--- src/rtl/bypass_pkg.sv ---
package bypass_pkg;

  typedef enum logic [1:0] {
    SRC_RF  = 2'b00,
    SRC_WB  = 2'b01,
    SRC_EXM = 2'b10
  } opsrc_e;

endpackage

--- src/rtl/fwd_hit.sv ---
module fwd_hit #(
  parameter int REG_AW = 5
) (
  input  logic [REG_AW-1:0] src,
  input  logic [REG_AW-1:0] dst,
  input  logic              wen,
  output logic              hit
);

  logic nonzero;

  always_comb begin
    nonzero = (dst != '0);
    hit     = wen && nonzero && (dst == src);
  end

endmodule

--- src/rtl/fwd_operand_sel.sv ---
module fwd_operand_sel
  import bypass_pkg::*;
#(
  parameter int REG_AW = 5
) (
  input  logic              clk,
  input  logic              rst,
  input  logic [REG_AW-1:0] src,
  input  logic [REG_AW-1:0] exm_dst,
  input  logic              exm_wen,
  input  logic [REG_AW-1:0] wb_dst,
  input  logic              wb_wen,
  output logic [1:0]        sel
);

  logic   hit_exm;
  logic   hit_wb;
  opsrc_e sel_d;
  opsrc_e sel_q;
  logic   run_q;

  fwd_hit #(.REG_AW(REG_AW)) i_hit_exm (
    .src(src), .dst(exm_dst), .wen(exm_wen), .hit(hit_exm)
  );

  fwd_hit #(.REG_AW(REG_AW)) i_hit_wb (
    .src(src), .dst(wb_dst), .wen(wb_wen), .hit(hit_wb)
  );

  always_comb begin
    if (hit_exm)     sel_d = SRC_EXM;
    else if (hit_wb) sel_d = SRC_WB;
    else             sel_d = SRC_RF;
  end

  always_ff @(posedge clk) begin
    if (rst) begin
      sel_q <= SRC_RF;
      run_q <= 1'b0;
    end else begin
      sel_q <= sel_d;
      run_q <= 1'b1;
    end
  end

  assign sel = sel_q;

  AST_EXM_WINS: assert property (@(posedge clk) disable iff (rst)
    (run_q && $past(exm_wen && (exm_dst == src) && (src != '0))) |-> (sel == 2'b10));

  AST_WB_ONLY: assert property (@(posedge clk) disable iff (rst)
    (run_q && $past(!exm_wen && wb_wen && (wb_dst == src) && (src != '0))) |-> (sel == 2'b01));

  AST_ZERO_SRC: assert property (@(posedge clk) disable iff (rst)
    (run_q && $past(src == '0)) |-> (sel == 2'b00));

  AST_NO_WEN: assert property (@(posedge clk) disable iff (rst)
    (run_q && $past(!exm_wen && !wb_wen)) |-> (sel == 2'b00));

endmodule

--- src/rtl/fwd_store_sel.sv ---
module fwd_store_sel #(
  parameter int REG_AW = 5
) (
  input  logic              clk,
  input  logic              rst,
  input  logic [REG_AW-1:0] st_src,
  input  logic              st_en,
  input  logic [REG_AW-1:0] wb_dst,
  input  logic              wb_wen,
  output logic              sel
);

  logic hit_wb;
  logic sel_q;
  logic run_q;

  fwd_hit #(.REG_AW(REG_AW)) i_hit_st (
    .src(st_src), .dst(wb_dst), .wen(wb_wen), .hit(hit_wb)
  );

  always_ff @(posedge clk) begin
    if (rst) begin
      sel_q <= 1'b0;
      run_q <= 1'b0;
    end else begin
      sel_q <= st_en && hit_wb;
      run_q <= 1'b1;
    end
  end

  assign sel = sel_q;

  AST_ST_OFF: assert property (@(posedge clk) disable iff (rst)
    (run_q && $past(!st_en || (st_src == '0))) |-> !sel);

  AST_ST_ON: assert property (@(posedge clk) disable iff (rst)
    (run_q && $past(st_en && wb_wen && (wb_dst == st_src) && (st_src != '0))) |-> sel);

endmodule

--- src/rtl/bypass_unit.sv ---
module bypass_unit
  import bypass_pkg::*;
#(
  parameter int REG_AW = 5
) (
  input  logic              clk,
  input  logic              rst,
  input  logic [REG_AW-1:0] src_a,
  input  logic [REG_AW-1:0] src_b,
  input  logic [REG_AW-1:0] exm_dst,
  input  logic              exm_wen,
  input  logic [REG_AW-1:0] wb_dst,
  input  logic              wb_wen,
  input  logic [REG_AW-1:0] st_src,
  input  logic              st_en,
  output logic [1:0]        alu_a_sel,
  output logic [1:0]        alu_b_sel,
  output logic              st_data_sel
);

  localparam int NOPS = 2;

  logic [REG_AW-1:0] op_src [NOPS];
  logic [1:0]        op_sel [NOPS];

  assign op_src[0] = src_a;
  assign op_src[1] = src_b;

  for (genvar g = 0; g < NOPS; g++) begin : g_op
    fwd_operand_sel #(.REG_AW(REG_AW)) i_op (
      .clk     (clk),
      .rst     (rst),
      .src     (op_src[g]),
      .exm_dst (exm_dst),
      .exm_wen (exm_wen),
      .wb_dst  (wb_dst),
      .wb_wen  (wb_wen),
      .sel     (op_sel[g])
    );
  end

  fwd_store_sel #(.REG_AW(REG_AW)) i_st (
    .clk    (clk),
    .rst    (rst),
    .st_src (st_src),
    .st_en  (st_en),
    .wb_dst (wb_dst),
    .wb_wen (wb_wen),
    .sel    (st_data_sel)
  );

  assign alu_a_sel = op_sel[0];
  assign alu_b_sel = op_sel[1];

  always_ff @(posedge clk) begin
    if (!rst) begin
      AST_SEL_CODE: assert (alu_a_sel != 2'b11 && alu_b_sel != 2'b11);
    end
  end

  AST_STABLE_IN_RESET: assert property (@(posedge clk)
    $past(rst) |-> (alu_a_sel == 2'b00 && alu_b_sel == 2'b00 && !st_data_sel));

endmodule

--- config.mk ---
export PLATFORM = sky130hd
export DESIGN_NAME = bypass_unit
export DESIGN_NICKNAME = d
export VERILOG_FILES = /design/src/rtl/bypass_pkg.sv /design/src/rtl/fwd_hit.sv /design/src/rtl/fwd_operand_sel.sv /design/src/rtl/fwd_store_sel.sv /design/src/rtl/bypass_unit.sv
export SDC_FILE = /design/constraint.sdc
export NUM_CORES = 1
export LEC_CHECK = 0
export ABC_AREA = 1
export BUFFER_PORTS_ARGS = -buffer_cell sky130_fd_sc_hd__buf_2
export CORE_MARGIN = 3
export CORE_UTILIZATION = 45
export DETAILED_ROUTE_END_ITERATION = 6
export HOLD_SLACK_MARGIN = 0.15
export PLACE_DENSITY_LB_ADDON = 0.3
export SYNTH_ARGS = -nofsm -noshare
export SYNTH_HDL_FRONTEND = slang
export SYNTH_SLANG_ARGS = --single-unit
export TNS_END_PERCENT = 100
--- constraint.sdc ---
create_clock -name clk -period 1.6 [get_ports clk]
set_input_delay 0.24 -clock clk [delete_from_list [all_inputs] [get_ports clk]]
set_output_delay 0.24 -clock clk [all_outputs]
set_load 0.02 [all_outputs]
[After elaboration in Yosys (flattened, before gate mapping)]
Cells that the tools add are included.
Cells by class
  equality and inequality tests: 5
  multiplexer cells: 4
  reduce and logical (&&, ||, !) cells: 12
Operator list (count)
  equality test 5 bit: 5
  nonzero test 5 bit: 2
  logical AND 1 bit: 8
  two-way mux 2 bit: 2
  OR reduction 2 bit: 2
  two-way mux 1 bit: 2
Storage, ports and cells
  flip-flop bits (word level): 5
  input port bits: 30
  logic and storage cells: 26

[Longest topological paths before layout]
Gate-level depths: netlist of run 1.
  depth after elaboration: 5
  mapped depth: 7
  depth with buffers taken out: 7

[By module]
A second synthesis of run 1 with hierarchy kept.
Unflattened totals
  cell total of the unflattened synthesis: 162
  area total of the unflattened synthesis: 734.5 sq um
Modules (own cells, without submodules)
  fwd_hit: times used 5, cells an instance 29, area each 116.4 sq um
  fwd_operand_sel: times used 2, cells an instance 7, area each 61.3 sq um
  fwd_store_sel: times used 1, cells an instance 3, area each 30.0 sq um

[Worst setup path after synthesis of run 1]
No wires, ideal clock.
  path kind: in2reg
  from: in exm_dst[3]
  to: reg g_op[0].i_op.sel_q[0]
  setup time: 112 ps
  data arrival time: 660 ps
  required time: 1488 ps
  setup slack: 829 ps
  stages on the path: 7
  path through: inv_1 > nand2_1 > nand2_1 > nor2_1 > nand3_1 > nor2_1 > nor2_1
Between the ends
  cells in the longest elaborated chain, start to end: 4
  elaborated cells between the ends (all ways): 5
  classes of those cells: eq/ne (1); reduce/logical (4)
Ends and longest elaborated chain
  start, declared: RTL line bypass_unit.sv:10  | input logic [REG_AW-1:0] exm_dst,
  nonzero test 5 bit: RTL line fwd_hit.sv:13  | nonzero = (dst != '0);
  logical AND 1 bit: RTL line fwd_hit.sv:14  | hit = wen && nonzero && (dst == src);
  logical AND 1 bit *: RTL line fwd_hit.sv:14
  OR reduction 2 bit (no line) *
  end signal, assigned: RTL line fwd_operand_sel.sv:41  | sel_q <= sel_d;
  end, declared: RTL line fwd_operand_sel.sv:19  | opsrc_e sel_q;
Mark *: on every way between the ends. The rest lies on a longest branch, timed or not.
A chain may end at the register's enable or synchronous reset.

[Final worst setup path of run 1]
  from: reg g_op[0].i_op.sel_q[0]
  to: out alu_a_sel[0]
RTL lines
  end, declared: RTL line bypass_unit.sv:16  | output logic [1:0] alu_a_sel,
No word-level cell between the ends.

==> flow_metrics.tcl, run 1 <==
set metrics [dict create \
    tritoncts_clock_tree "yes" \
    critPathBufInv 1 \
    mappedNetlistNets 150 \
    maxSlewHeadroom_pct 85.8 \
    cap_viol_max_count 0 \
    synth.largest_area_cell "nand2_1" \
    yosys.cell_count.top_type "nand2_1" \
    initial_core_utilization_pct 50.1 \
    core-area_mm2 0.00117 \
    die-height_um 42.1 \
    path_cells "buf_2" \
    post-cts-setup-buffers 0 \
    tns_ns 0 \
    average_instance_area_after_synthesis_um2 4.89 \
    placed_area_um2 774 \
    synth_commonest_cells "nand2_1 (51), inv_1 (20), nor2_1 (19)" \
    whs_ns 0.244 \
    avgViaCountPerCell 4.66 \
    netlist_instances 120 \
    synth-warning-count 0 \
    cts_buffers 3 \
    detailroute.wirelength.met2_um 718 \
    drc 0 \
    netlist.area_leader.share_pct 32.6 \
    time_the_worst_path_needs_with_i_o_delays_and_setup_ns 0.936 \
    place.detailed.hpwl_mm 1.36 \
    end_kind "output port" \
    first_pass_iters 4 \
    ys_top_cells_by_area "nand2_1 (33%), dfxtp_1 (17%), inv_1 (13%), nor2_1 (12%), nand3_1 (7.7%)" \
    drt_iter0_drc 7 \
    avgRoutedWirePerCell_um 9.13 \
    finish.utilization_pct 68.4 \
    grt_pass1_wl_mm 2.61 \
    gp_routability_congestion 0.844 \
    worst_ep_required_time_ns 1.36 \
    nets 189 \
    slew_viol_final 0 \
    area_growth_syn_to_layout_pct 36.5 \
    sequential_share_of_the_synthesized_area_pct 17.1 \
    synthesis.area_um2 587 \
    cts.repair.resized 0 \
    pwr_density_cell_mw_per_mm2 528 \
    rows 12 \
    final_layout_size_suffix_gt1_share_pct 26.6 \
    power.static_leakage_nw 0.527 \
    first_global_vias 696 \
    worstHoldPathType "primary input to flop" \
    yosysUniqueCellTypes 14 \
    fin_crit_sh_pct 58.5 \
    cts.path.max_buffers 2 \
    setup_viol 0 \
    crit_path_max_incr_delay_ns 0.30 \
    via_count 801 \
    grt_start_max_net_pins 8 \
    antenna_diodes 0 \
    groute.usage.overall_pct 18.1 \
    status "completed" \
    slowest_stage "dfxtp_1" \
    pin_count 35 \
    root_buf_cell "clkbuf_4" \
    buffer_ports.inserted 34 \
    top_layer "met4" \
    setup_repair_after_global_routing_missed_its_margin "false" \
    cts_clk_pin_slew_worst_paths_ns 0.04 \
    category_of_the_most_critical_setup_path "flop to output port" \
    timing_hold_violations_final 0 \
    critical_path_arrival_ns 0.70 \
    postRouteAntennaNets 0 \
    timing.critical_path.max_delay_family "flip-flops" \
    worstSetupStartpointType "flop" \
    maxClockFrequency_ghz 1.07 \
    initial_antenna_violation_count 0 \
    die_x_um 42.1 \
    synth_enable_flop_cells 0 \
    grt.overflow.total 0 \
    hold_buf_cts 0 \
    sink_count_of_the_clock_tree 5 \
    met3_wirelength_um 116 \
    ys_seq_elements 5 \
    synth-main-ff-cell "dfxtp_1" \
    ir_worst_vdd_mv 0.219 \
    design_area_um2 801 \
    route.final.wire_length_mm 1.57 \
    critPathMaxFanout 1 \
    design.die.area_mm2 0.00177 \
    asyncSetResetFlopFracSynth_pct 0 \
    met1_routed_wirelength_after_detailed_routing_um 723 \
    design_power_total_mw 0.423 \
    cts.htree.levels 1 \
    worst-slew-pin-transition_ns 0.211 \
]
cell usage in the layout, fill, tap and decap left out, types with 2 or more instances in the layout:
cell / n
nor3_1: 2
nand3_1: 9
nor3_2: 2
o21ai_0: 2
nor2_1: 19
xnor2_1: 2
inv_1: 20
inv_2: 2
clkbuf_4: 3
buf_2: 34
dfxtp_1: 5
nand2_1: 51
a21oi_1: 3
per-layer routing:
metal  vias up  global-route usage (%)
met2        32                    30.6
met1       329                    22.6
met5         -                       0
met3         2                    3.86
met4         0                    6.21
li1        438                       -
report_power, final:
group,internal (mW),switching [mW]
combinational,0.0635,0.0868
sequential,0.126,0.000271
clock,0.0943,0.0514
metrics by stage:
stage | setup slack [ns] | cells
after floorplan | 0.829 | 120
after global placement | 0.630 | 168
after detailed placement | 0.608 | 168
after CTS | 0.657 | 172
after global routing | 0.624 | 172
final | 0.664 | 172
state kept, by name (all words and copies together), names as in the netlist:
name / count
g_op.i_op.sel: 4
i_st.sel: 1
layout make-up:
cell class              instances  area, µm²
multi-input cells              93        404
fillers                       122        370
repair buffers                 34        170
flip-flops and latches          5        100
inverters                      22       82.6
clock buffers                   4       26.3
well taps                      14       17.5
cells by family (layout without fill, tap and decap cells):
family / after synthesis / after routing / share of synthesized area [%]
AOI/OAI and AO/OA: 7 / 7 / 6.82
xor gates and xnor gates: 3 / 3 / 4.48
buffers and inverters: 22 / 60 / 14.1
DFF: 5 / 5 / 17.1
and+or+nand+nor: 83 / 83 / 57.6
path summary, 6_finish.rpt:
check | slack (ns) | startpoint | depth (start not counted) | endpoint
max | 0.66 | g_op[0].i_op.sel[0]$_SDFF_PP0_ | 1 | alu_a_sel[0]
min | 0.24 | rst | 2 | g_op[1].i_op.sel[1]$_SDFF_PP0_
Note: power is estimated with default switching activity, not from simulation.
==> inputs of run 2 (changes only) <==
- CORE_UTILIZATION: 45 -> 38
- clock period: 1.6 -> 0.83 ns (I/O delays scaled with it)
==> run 2 against run 1 <==
Compared with the run above:
- worst hold slack worse by 0.12 ns
- wire length rose by 5.7%
- critical path depth unchanged
- critical path type unchanged
==> flow_metrics.tcl, run 2 (synthesis gave the netlist of run 1 again) <==
set metrics [dict create \
    end_kind "output port" \
    fillerInstances 144 \
    critPathMaxFanout 1 \
    worst-slew-pin-transition_ns 0.183 \
    avgViaCountPerCell 4.55 \
    worstHoldPathType "primary input to flop" \
    drt_iter0_drc 26 \
    power.static_leakage_nw 0.529 \
    rows 13 \
    finish.utilization_pct 60.2 \
    buffer_ports.inserted 34 \
    critical_path_arrival_ns 0.69 \
    cts_clk_pin_slew_worst_paths_ns 0.05 \
    time_the_worst_path_needs_with_i_o_delays_and_setup_ns 0.810 \
    setup_viol 0 \
    die-height_um 45.3 \
    core-area_mm2 0.00137 \
    use_met3_pct 2.39 \
    maxClockFrequency_ghz 1.23 \
    grt_pass1_wl_mm 2.76 \
    tritoncts_clock_tree "yes" \
    grt.overflow.total 0 \
    final_layout_size_suffix_gt1_share_pct 27.8 \
    cts.htree.levels 1 \
    cts_buffers 3 \
    postRouteAntennaNets 0 \
    root_buf_cell "clkbuf_4" \
    timing_hold_violations_final 0 \
    nets 189 \
    category_of_the_most_critical_setup_path "flop to output port" \
    cts.path.max_buffers 2 \
    timing.critical_path.max_delay_family "flip-flops" \
    avgRoutedWirePerCell_um 9.60 \
    whs_ns 0.126 \
    path_cells "buf_4" \
    design.die.area_mm2 0.00205 \
    most_congested_layer_reported_by_global_routing "met2" \
    slowest_stage "dfxtp_1" \
    slew_viol_final 0 \
    worstSetupStartpointType "flop" \
    die_x_um 45.3 \
    max_reg_flops 4 \
    gp_routability_congestion 0.828 \
    initial_antenna_violation_count 0 \
    cap_viol_max_count 0 \
    ir_worst_vdd_mv 0.487 \
    first_pass_iters 5 \
    mostFrequentLayoutCell "nand2_1" \
    gr_layer_usage_met2_pct 31.6 \
    groute.usage.overall_pct 18.2 \
    place.detailed.hpwl_mm 1.48 \
    maxSlewHeadroom_pct 87.8 \
    route.final.wire_length_mm 1.66 \
    first_global_vias 736 \
    antenna_diodes 0 \
    critPathBufInv 1 \
    drc 0 \
    most-common-layout-cells "nand2_1 (51), buf_2 (30), inv_1 (20), nor2_1 (19), nand3_1 (9)" \
    initial_core_utilization_pct 42.9 \
    area_growth_syn_to_layout_pct 40.1 \
    grt_start_max_net_pins 8 \
    fin_crit_sh_pct 97.6 \
    gr_layer_usage_met1_pct 22.4 \
    via_count 788 \
    status "completed" \
    pin_count 35 \
    post-cts-setup-buffers 0 \
    pwr_density_cell_mw_per_mm2 994 \
    sink_count_of_the_clock_tree 5 \
    worst_ep_required_time_ns 0.71 \
    crit_path_max_incr_delay_ns 0.30 \
    setup_repair_after_global_routing_missed_its_margin "false" \
]
[run 2: cell counts in the layout (fill, tap and decap cells not counted)]
No cell type changed its count.
[run 2: layout make-up]
type / count / area [µm²] / share of cell area, %
flip-flops and latches: 5 / 103 / 12.5
clock buffers: 4 / 26.3 / 3.20
repair buffers: 34 / 188 / 22.8
multi-input cells: 93 / 404 / 49.2
well taps: 15 / 18.8 / 2.28
inverters: 22 / 82.6 / 10.0
[run 2: final timing paths]
path                                      startpoint                        endpoint  slack (ns)  cells past startpoint
worst max-delay path  g_op[0].i_op.sel[0]$_SDFF_PP0_                    alu_a_sel[0]        0.02                      1
worst min-delay path                             rst  g_op[1].i_op.sel[1]$_SDFF_PP0_        0.13                      2
[run 2: layer usage]
metal  share of wire [%]  wire length (µm)
met5                   0                 0
met4                 1.0                17
met3                 7.2               119
met2                  48               793
met1                  44               730
[run 2: where the power goes]
part,switching [mW],total [mW],internal (mW)
Clock,0.0975,0.279,0.182
Combinational,0.169,0.293,0.124
Sequential,0.000755,0.244,0.244
[run 2: timing repair]
action	4_1_cts	5_1_grt
hold endpoints to repair	3	2
resized for setup	1	7
endpoints found under the setup margin	1	4
[run 2: through the flow]
step                      area (µm²)  std cells  TNS [ns]  setup WS [ns]  total power [mW]
after floorplan                  587        120         0          0.174             0.405
after global placement           776        169    -0.117        -0.0577             0.532
after detailed placement         776        169    -0.193        -0.0913             0.540
after CTS                        805        173         0       0.000712             0.826
after global routing             822        173         0        0.00140             0.886
final                            822        173         0         0.0198             0.817
